$ cat src/rtl/sfd_pkg.sv
package sfd_pkg;
  typedef enum logic [1:0] {
    SLOT_IDLE = 2'd0,
    SLOT_RUN  = 2'd1,
    SLOT_HOLD = 2'd2
  } slot_state_e;
endpackage

$ cat src/rtl/sfd_lowest_pick.sv
module sfd_lowest_pick #(
  parameter int W  = 8,
  parameter int IW = 3
) (
  input  logic [W-1:0]  req,
  output logic          found,
  output logic [IW-1:0] idx
);
  always_comb begin
    found = 1'b0;
    idx   = '0;
    for (int i = W - 1; i >= 0; i--) begin
      if (req[i]) begin
        found = 1'b1;
        idx   = IW'(i);
      end
    end
  end
endmodule

$ cat src/rtl/sfd_wait_fifo.sv
module sfd_wait_fifo #(
  parameter int DEPTH = 16,
  parameter int EVT_W = 16,
  parameter int TMR_W = 16,
  parameter int LVL_W = 5
) (
  input  logic             clk,
  input  logic             rst,
  input  logic             push,
  input  logic [EVT_W-1:0] push_evt,
  input  logic [TMR_W-1:0] push_ts,
  input  logic             pop,
  output logic             empty,
  output logic             full,
  output logic [LVL_W-1:0] level,
  output logic [EVT_W-1:0] head_evt,
  output logic [TMR_W-1:0] head_ts
);
  localparam int PW = (DEPTH > 1) ? $clog2(DEPTH) : 1;
  localparam int EW = EVT_W + TMR_W;

  logic [EW-1:0] mem [DEPTH];
  logic [PW-1:0] wr_ptr, rd_ptr;

  assign empty = (level == '0);
  assign full  = (level == LVL_W'(DEPTH));
  assign {head_evt, head_ts} = mem[rd_ptr];

  // storage without reset so it maps onto RAM
  always_ff @(posedge clk) begin
    if (push) mem[wr_ptr] <= {push_evt, push_ts};
  end

  always_ff @(posedge clk) begin
    if (rst) begin
      wr_ptr <= '0;
      rd_ptr <= '0;
      level  <= '0;
    end else begin
      if (push) wr_ptr <= (wr_ptr == PW'(DEPTH - 1)) ? '0 : wr_ptr + 1'b1;
      if (pop)  rd_ptr <= (rd_ptr == PW'(DEPTH - 1)) ? '0 : rd_ptr + 1'b1;
      if (push && !pop)      level <= level + 1'b1;
      else if (pop && !push) level <= level - 1'b1;
    end
  end
endmodule

$ cat src/rtl/sfd_worker_slot.sv
module sfd_worker_slot
  import sfd_pkg::*;
#(
  parameter int EVT_W = 16,
  parameter int DEC_W = 8,
  parameter int TMR_W = 16
) (
  input  logic             clk,
  input  logic             rst,
  input  logic             take,
  input  logic [EVT_W-1:0] take_evt,
  input  logic             take_pen,
  input  logic             dec_hit,
  input  logic [DEC_W-1:0] dec_val,
  input  logic [TMR_W-1:0] max_proc,
  input  logic [DEC_W-1:0] dflt_dec,
  input  logic             drain,
  output logic             is_free,
  output logic             is_done,
  output logic             late,
  output logic [EVT_W-1:0] res_evt,
  output logic [DEC_W-1:0] res_dec,
  output logic             res_dflt,
  output logic             res_pen
);
  slot_state_e      st;
  logic [TMR_W-1:0] elapsed;
  logic             expired;

  assign expired = (elapsed >= max_proc);
  assign is_free = (st == SLOT_IDLE);
  assign is_done = (st == SLOT_HOLD);
  assign late    = dec_hit && ((st != SLOT_RUN) || expired);

  always_ff @(posedge clk) begin
    if (rst) begin
      st       <= SLOT_IDLE;
      elapsed  <= '0;
      res_evt  <= '0;
      res_dec  <= '0;
      res_dflt <= 1'b0;
      res_pen  <= 1'b0;
    end else begin
      unique case (st)
        SLOT_IDLE: if (take) begin
          st       <= SLOT_RUN;
          elapsed  <= '0;
          res_evt  <= take_evt;
          res_pen  <= take_pen;
        end
        SLOT_RUN: begin
          if (expired) begin
            st       <= SLOT_HOLD;
            res_dec  <= dflt_dec;
            res_dflt <= 1'b1;
          end else if (dec_hit) begin
            st       <= SLOT_HOLD;
            res_dec  <= dec_val;
            res_dflt <= 1'b0;
          end else begin
            elapsed  <= elapsed + 1'b1;
          end
        end
        SLOT_HOLD: if (drain) st <= SLOT_IDLE;
        default: st <= SLOT_IDLE;
      endcase
    end
  end
endmodule

$ cat src/rtl/subfarm_dispatch.sv
module subfarm_dispatch #(
  parameter int N_WORKERS = 8,
  parameter int Q_DEPTH   = 16,
  parameter int EVT_W     = 16,
  parameter int DEC_W     = 8,
  parameter int TMR_W     = 16,
  parameter int CNT_W     = 16,
  parameter int WID_W     = (N_WORKERS > 1) ? $clog2(N_WORKERS) : 1
) (
  input  logic             clk,
  input  logic             rst,
  input  logic             evt_valid,
  input  logic [EVT_W-1:0] evt_id,
  output logic             asg_valid,
  output logic [WID_W-1:0] asg_worker,
  output logic [EVT_W-1:0] asg_evt,
  input  logic             dec_valid,
  input  logic [WID_W-1:0] dec_worker,
  input  logic [DEC_W-1:0] dec_value,
  output logic             out_valid,
  input  logic             out_ready,
  output logic [EVT_W-1:0] out_evt,
  output logic [DEC_W-1:0] out_dec,
  output logic             out_dflt,
  output logic             out_pen,
  input  logic [TMR_W-1:0] cfg_max_proc,
  input  logic [TMR_W-1:0] cfg_max_wait,
  input  logic [DEC_W-1:0] cfg_dflt_dec,
  output logic [CNT_W-1:0] late_cnt,
  output logic [CNT_W-1:0] rej_cnt,
  output logic [CNT_W-1:0] drop_cnt
);
  localparam int LVL_W = $clog2(Q_DEPTH + 1);

  logic [TMR_W-1:0] now;

  logic [N_WORKERS-1:0] slot_free, slot_done, slot_late, slot_take, slot_drain, slot_hit;
  logic [EVT_W-1:0]     slot_evt  [N_WORKERS];
  logic [DEC_W-1:0]     slot_dec  [N_WORKERS];
  logic [N_WORKERS-1:0] slot_dflt, slot_pen;

  logic             free_found, done_found;
  logic [WID_W-1:0] free_idx, done_idx;

  logic             q_empty, q_full, q_push, q_pop;
  logic [LVL_W-1:0] q_level;
  logic [EVT_W-1:0] head_evt;
  logic [TMR_W-1:0] head_ts, head_age;
  logic             head_expired, queue_go, direct_go, disp, refuse, out_load;
  logic [EVT_W-1:0] disp_evt;

  sfd_lowest_pick #(.W(N_WORKERS), .IW(WID_W)) u_free_pick (
    .req(slot_free), .found(free_found), .idx(free_idx)
  );

  sfd_lowest_pick #(.W(N_WORKERS), .IW(WID_W)) u_done_pick (
    .req(slot_done), .found(done_found), .idx(done_idx)
  );

  sfd_wait_fifo #(.DEPTH(Q_DEPTH), .EVT_W(EVT_W), .TMR_W(TMR_W), .LVL_W(LVL_W)) u_wait (
    .clk(clk), .rst(rst),
    .push(q_push), .push_evt(evt_id), .push_ts(now),
    .pop(q_pop),
    .empty(q_empty), .full(q_full), .level(q_level),
    .head_evt(head_evt), .head_ts(head_ts)
  );

  // queue head ageing and dispatch selection
  assign head_age     = now - head_ts;
  assign head_expired = !q_empty && (head_age >= cfg_max_wait);
  assign queue_go     = !q_empty && !head_expired && free_found;
  assign direct_go    = evt_valid && q_empty && free_found;
  assign disp         = queue_go || direct_go;
  assign disp_evt     = queue_go ? head_evt : evt_id;
  assign q_pop        = head_expired || queue_go;
  assign q_push       = evt_valid && !direct_go && !q_full;
  assign refuse       = evt_valid && !direct_go && q_full;
  assign out_load     = done_found && (!out_valid || out_ready);

  for (genvar g = 0; g < N_WORKERS; g++) begin : g_slot
    assign slot_take[g]  = disp && (free_idx == WID_W'(g));
    assign slot_drain[g] = out_load && (done_idx == WID_W'(g));
    assign slot_hit[g]   = dec_valid && (dec_worker == WID_W'(g));

    sfd_worker_slot #(.EVT_W(EVT_W), .DEC_W(DEC_W), .TMR_W(TMR_W)) u_slot (
      .clk(clk), .rst(rst),
      .take(slot_take[g]), .take_evt(disp_evt), .take_pen(queue_go),
      .dec_hit(slot_hit[g]), .dec_val(dec_value),
      .max_proc(cfg_max_proc), .dflt_dec(cfg_dflt_dec),
      .drain(slot_drain[g]),
      .is_free(slot_free[g]), .is_done(slot_done[g]), .late(slot_late[g]),
      .res_evt(slot_evt[g]), .res_dec(slot_dec[g]),
      .res_dflt(slot_dflt[g]), .res_pen(slot_pen[g])
    );
  end

  always_ff @(posedge clk) begin
    if (rst) begin
      now        <= '0;
      asg_valid  <= 1'b0;
      asg_worker <= '0;
      asg_evt    <= '0;
      out_valid  <= 1'b0;
      out_evt    <= '0;
      out_dec    <= '0;
      out_dflt   <= 1'b0;
      out_pen    <= 1'b0;
      late_cnt   <= '0;
      rej_cnt    <= '0;
      drop_cnt   <= '0;
    end else begin
      now        <= now + 1'b1;
      asg_valid  <= disp;
      asg_worker <= free_idx;
      asg_evt    <= disp_evt;
      if (out_load) begin
        out_valid <= 1'b1;
        out_evt   <= slot_evt[done_idx];
        out_dec   <= slot_dec[done_idx];
        out_dflt  <= slot_dflt[done_idx];
        out_pen   <= slot_pen[done_idx];
      end else if (out_ready) begin
        out_valid <= 1'b0;
      end
      if (|slot_late)   late_cnt <= late_cnt + 1'b1;
      if (refuse)       rej_cnt  <= rej_cnt + 1'b1;
      if (head_expired) drop_cnt <= drop_cnt + 1'b1;
    end
  end
endmodule

$ cat config.mk
export PLATFORM = sky130hd
export DESIGN_NAME = subfarm_dispatch
export DESIGN_NICKNAME = d
export VERILOG_FILES = /design/src/rtl/sfd_pkg.sv /design/src/rtl/sfd_lowest_pick.sv /design/src/rtl/sfd_wait_fifo.sv /design/src/rtl/sfd_worker_slot.sv /design/src/rtl/subfarm_dispatch.sv
export SDC_FILE = /design/constraint.sdc
export NUM_CORES = 2
export LEC_CHECK = 0
export BUFFER_PORTS_ARGS = -buffer_cell sky130_fd_sc_hd__buf_2
export CAP_MARGIN = 5
export CORE_MARGIN = 2
export CORE_UTILIZATION = 65
export DETAILED_ROUTE_END_ITERATION = 16
export GPL_TIMING_DRIVEN = 1
export PLACE_DENSITY = 0.82
export SYNTH_ARGS = -nofsm -noshare
export SYNTH_HDL_FRONTEND = slang
export SYNTH_SLANG_ARGS = --single-unit
$ cat constraint.sdc
create_clock -name clk -period 13.95 [get_ports clk]
set_input_delay 2.0925 -clock clk [delete_from_list [all_inputs] [get_ports clk]]
set_output_delay 2.0925 -clock clk [all_outputs]
set_load 0.1 [all_outputs]
==> results.md <==
* Routed length per placed instance at 24.41 um
* Die ar. at 70,930 sq um
* Insertion delay to the later sink of the worst-skew pair at 0.69 ns
* Layout cells sized above 1 at 0.1442
* Total routing usage reported by global routing at 0.3376
* Number of nets still failing antenna checks after routing at 0
* Drt drc at 0
* Timing endpoint of the critical path: g_slot[2].u_slot.elapsed[9]$_SDFFE_PP0P_
* Overall die width at 266.3 um
* Post-synth top flop: sky130_fd_sc_hd__edfxtp_1
* Worst-margin pin slew at 1.169 ns
* Dpl hpwl at 69,930 um
* Die extent in y at 266.3 um
* Initial DRT Pass Iterations at 6
* Maximum clock skew at final layout at 0.04519 ns
* Final Routed Wirelength at 120,400 um
* Area used by sequential logic in the layout at 25,000 sq um
* Placer's final routability congestion estimate at 0.9011
* Power Dens Cells at 156.6 nW/um^2
* Number of vias per cell at 6.635
* Proportion of register bits with asynchronous set or reset after synthesis at 0
* CTS tree: done
* Initial core utilization at 0.6545
* Nets@finish at 4,229
* Count of cells along the worst register-to-register path at 25
* Largest net degree at the start of global routing at 218
* Unrepaired setup endpoints after global routing: false
* Critical Setup Path Class: flip-flop to flip-flop
* Clock Path Buffers at 3
* Netlist cell types at 65
* Outcome: finished clean
* Number of stages on the worst hold path at 2
* Number of fill cells in the layout at 4,452
* Final Max Tran Viols at 0
* Number of instances in the synthesized netlist at 3,880
* Levels on crit path at 25
* Leak at 17.97 nW
* MaxCap Viol Count at 0
* Port buffer count at 166
* CTS-repair resized insts at 0
* CTS HTree Levels at 3
* Fraction of post-synthesis cell area in the top cell type by area at 0.3437
* Max Clk Rate at 118.4 MHz
* Yosys Warn Count at 0
* Count of flip-flops with a built-in enable after synthesis at 512
* Master cell of the clock root buffer: sky130_fd_sc_hd__clkbuf_16
* Synth-to-Final Area Change at 10.95%
* Netlist area before placement at 44,730 sq um
* Post-CTS clock slew at the launch and capture registers of the worst setup and hold paths at 0.06 ns
* CP Data Required Time at 14.47 ns
* Delay of the slowest cell on the worst path at 0.79 ns
* Avg Inst Size Synth at 11.53 sq um
* Total Negative Setup Slacks at 0 ns
* Relative slew slack at 0.2163
* GRT Residual Overflow at 0
* Worst hold path type: flip-flop to flip-flop
* Peak supply drop at 141.0 uV
* CP Buf/Inv Count at 3
* Signal arrival time at the worst endpoint at 8.96 ns
* Post-synth net total at 4,135
* Core utilization of the finished layout at 0.7261
* Inserted Diodes at 0
* Placeable core region at 68,350 sq um
* Period utilisation layout at 0.6053
* Endpoint kind of the worst setup timing path: flip-flop
* Final period demand of the worst path at 8.445 ns
* Cells taking the most area after synthesis: sky130_fd_sc_hd__edfxtp_1, sky130_fd_sc_hd__dfxtp_1, sky130_fd_sc_hd__mux4_2
* First-pass GRT wire length at 183,600 um
* Area occupied by multi-input gates at 18,790 sq um
* TritonCTS sink count at 992
* Number of vias in the routed layout at 32,720
* Reg-to-reg slack, setup at 5.51 ns
* Setup violators final at 0
* Largest area contributor in the netlist: sky130_fd_sc_hd__edfxtp_1
* Antenna violations before repair at 6
* Number of buffers added for setup after CTS at 0
* Hold buffer count at cts at 0
* Startpoint types: flip-flop
* Seq/Total Area, Yosys at 0.5586
* Inserted Clock Buffers at 99
* Vias in the first global route at 31,280
* R2R Path End: g_slot[2].u_slot.elapsed[9]$_SDFFE_PP0P_
* Number of synthesized register bits at 992
* Final Hold Vio Count at 0
* DRC marker count from the first detailed-route iteration at 3,946
* Io pins at 167
* Max FO, Critical Path at 96
* Number of placement rows at 96
* Top delay family on crit path: compound AO/OA/AOI/OAI gates
* Critical Path Slowest Stage Cell: sky130_fd_sc_hd__dfxtp_4
state kept, by name (all words and copies together) (netlist names), 64 cells and up, named ones only:
register               count
u_wait.mem               512
g_slot.u_slot.elapsed    128
g_slot.u_slot.res_evt    128
g_slot.u_slot.res_dec     64
logic make-up (layout without fill, tap and decap cells):
family | count (synthesis) | count (layout) | synth area share
AOI/OAI and AO/OA | 695 | 695 | 0.1013
xor gates and xnor gates | 86 | 86 | 0.01684
adders and majority gates | 183 | 183 | 0.05153
muxes | 301 | 301 | 0.1121
DFF | 992 | 992 | 0.5586
buffers and inverters | 306 | 476 | 0.02632
and+or+nand+nor | 1317 | 1317 | 0.1334
Yosys cell counts, types with 66 or more instances:
library cell               instances
sky130_fd_sc_hd__o21ai_0         133
sky130_fd_sc_hd__mux2i_1         141
sky130_fd_sc_hd__edfxtp_1        512
sky130_fd_sc_hd__nand3_1         171
sky130_fd_sc_hd__inv_1            76
sky130_fd_sc_hd__nor2_1          508
sky130_fd_sc_hd__mux4_2          160
sky130_fd_sc_hd__a21oi_1         174
sky130_fd_sc_hd__and3_1           66
sky130_fd_sc_hd__nand2_1         318
sky130_fd_sc_hd__ha_1            181
sky130_fd_sc_hd__a211oi_1        211
sky130_fd_sc_hd__clkbuf_1        175
sky130_fd_sc_hd__dfxtp_1         480
how the worst min path moves through the flow:
stage / from / slack [ns] / to
floorplan: g_slot[0].u_slot.res_pen$_SDFFE_PP0P_ / 0.44 / g_slot[0].u_slot.res_pen$_SDFFE_PP0P_
finish: out_dec[1]$_SDFFE_PP0P_ / 0.46 / out_dec[1]$_SDFFE_PP0P_
detailed placement: g_slot[0].u_slot.res_pen$_SDFFE_PP0P_ / 0.46 / g_slot[0].u_slot.res_pen$_SDFFE_PP0P_
global placement: g_slot[0].u_slot.res_pen$_SDFFE_PP0P_ / 0.45 / g_slot[0].u_slot.res_pen$_SDFFE_PP0P_
CTS: g_slot[0].u_slot.res_pen$_SDFFE_PP0P_ / 0.46 / g_slot[0].u_slot.res_pen$_SDFFE_PP0P_
global route: g_slot[7].u_slot.res_pen$_SDFFE_PP0P_ / 0.48 / g_slot[7].u_slot.res_pen$_SDFFE_PP0P_
where the power goes:
group          internal [mW]  switching (mW)  total (mW)
logic                  0.662            1.14        1.81
registers               3.20           0.130        3.33
clock network           1.48            1.16        2.63
total                   5.34            2.43        7.77
layout by cell type, fill, tap and decap left out, drive strengths merged, types with 19 or more instances in the layout:
master	n
nand4	38
mux4	160
nand2b	29
edfxtp	512
clkbuf	132
mux2i	141
nand3b	21
a211oi	217
xor2	60
inv	82
ha	181
nor2	508
nor2b	29
nand3	171
a31oi	46
o21ai	137
and2	19
a21o	27
a311oi	22
and3	66
clkinv	33
dfxtp	480
a21oi	174
nand2	319
buf	221
xnor2	26
nor3	60
final cells by class:
class | instances | share of cell area
Clock buffer | 132 | 0.05443
Clock inverter | 45 | 0.009253
Inverter | 78 | 0.005900
Multi-Input combinational cell | 2582 | 0.3787
Sequential cell | 992 | 0.5037
Tap cell | 882 | 0.02224
Timing Repair Buffer | 221 | 0.02577
routing by layer:
layer	GRT usage	wire length [um]	vias to the layer above
li1	-	-	14600
met3	0.05989	10600	459
met2	0.5488	57370	1825
met1	0.4361	45590	15830
met4	0.1767	6746	10
met5	0	61	-
through the flow:
stage	setup slack (ns)	hold slack (ns)	cells	area (sq um)	power, mW
final	5.505	0.4620	4932	49630	7.771
after global routing	5.050	0.4809	4932	49630	8.018
after CTS	5.609	0.4637	4932	49630	7.768
after detailed placement	5.784	0.4552	4755	46460	5.132
after global placement	6.122	0.4471	4755	46460	5.073
after floorplan	6.871	0.4360	3880	44730	4.663
worst min-delay path: stages, from the launching register on:
cell and delay (ns):
sky130_fd_sc_hd__dfxtp_1 0.30, sky130_fd_sc_hd__nand2_1 0.05, sky130_fd_sc_hd__a31oi_1 0.06
Power figures use the tool's default switching activity.
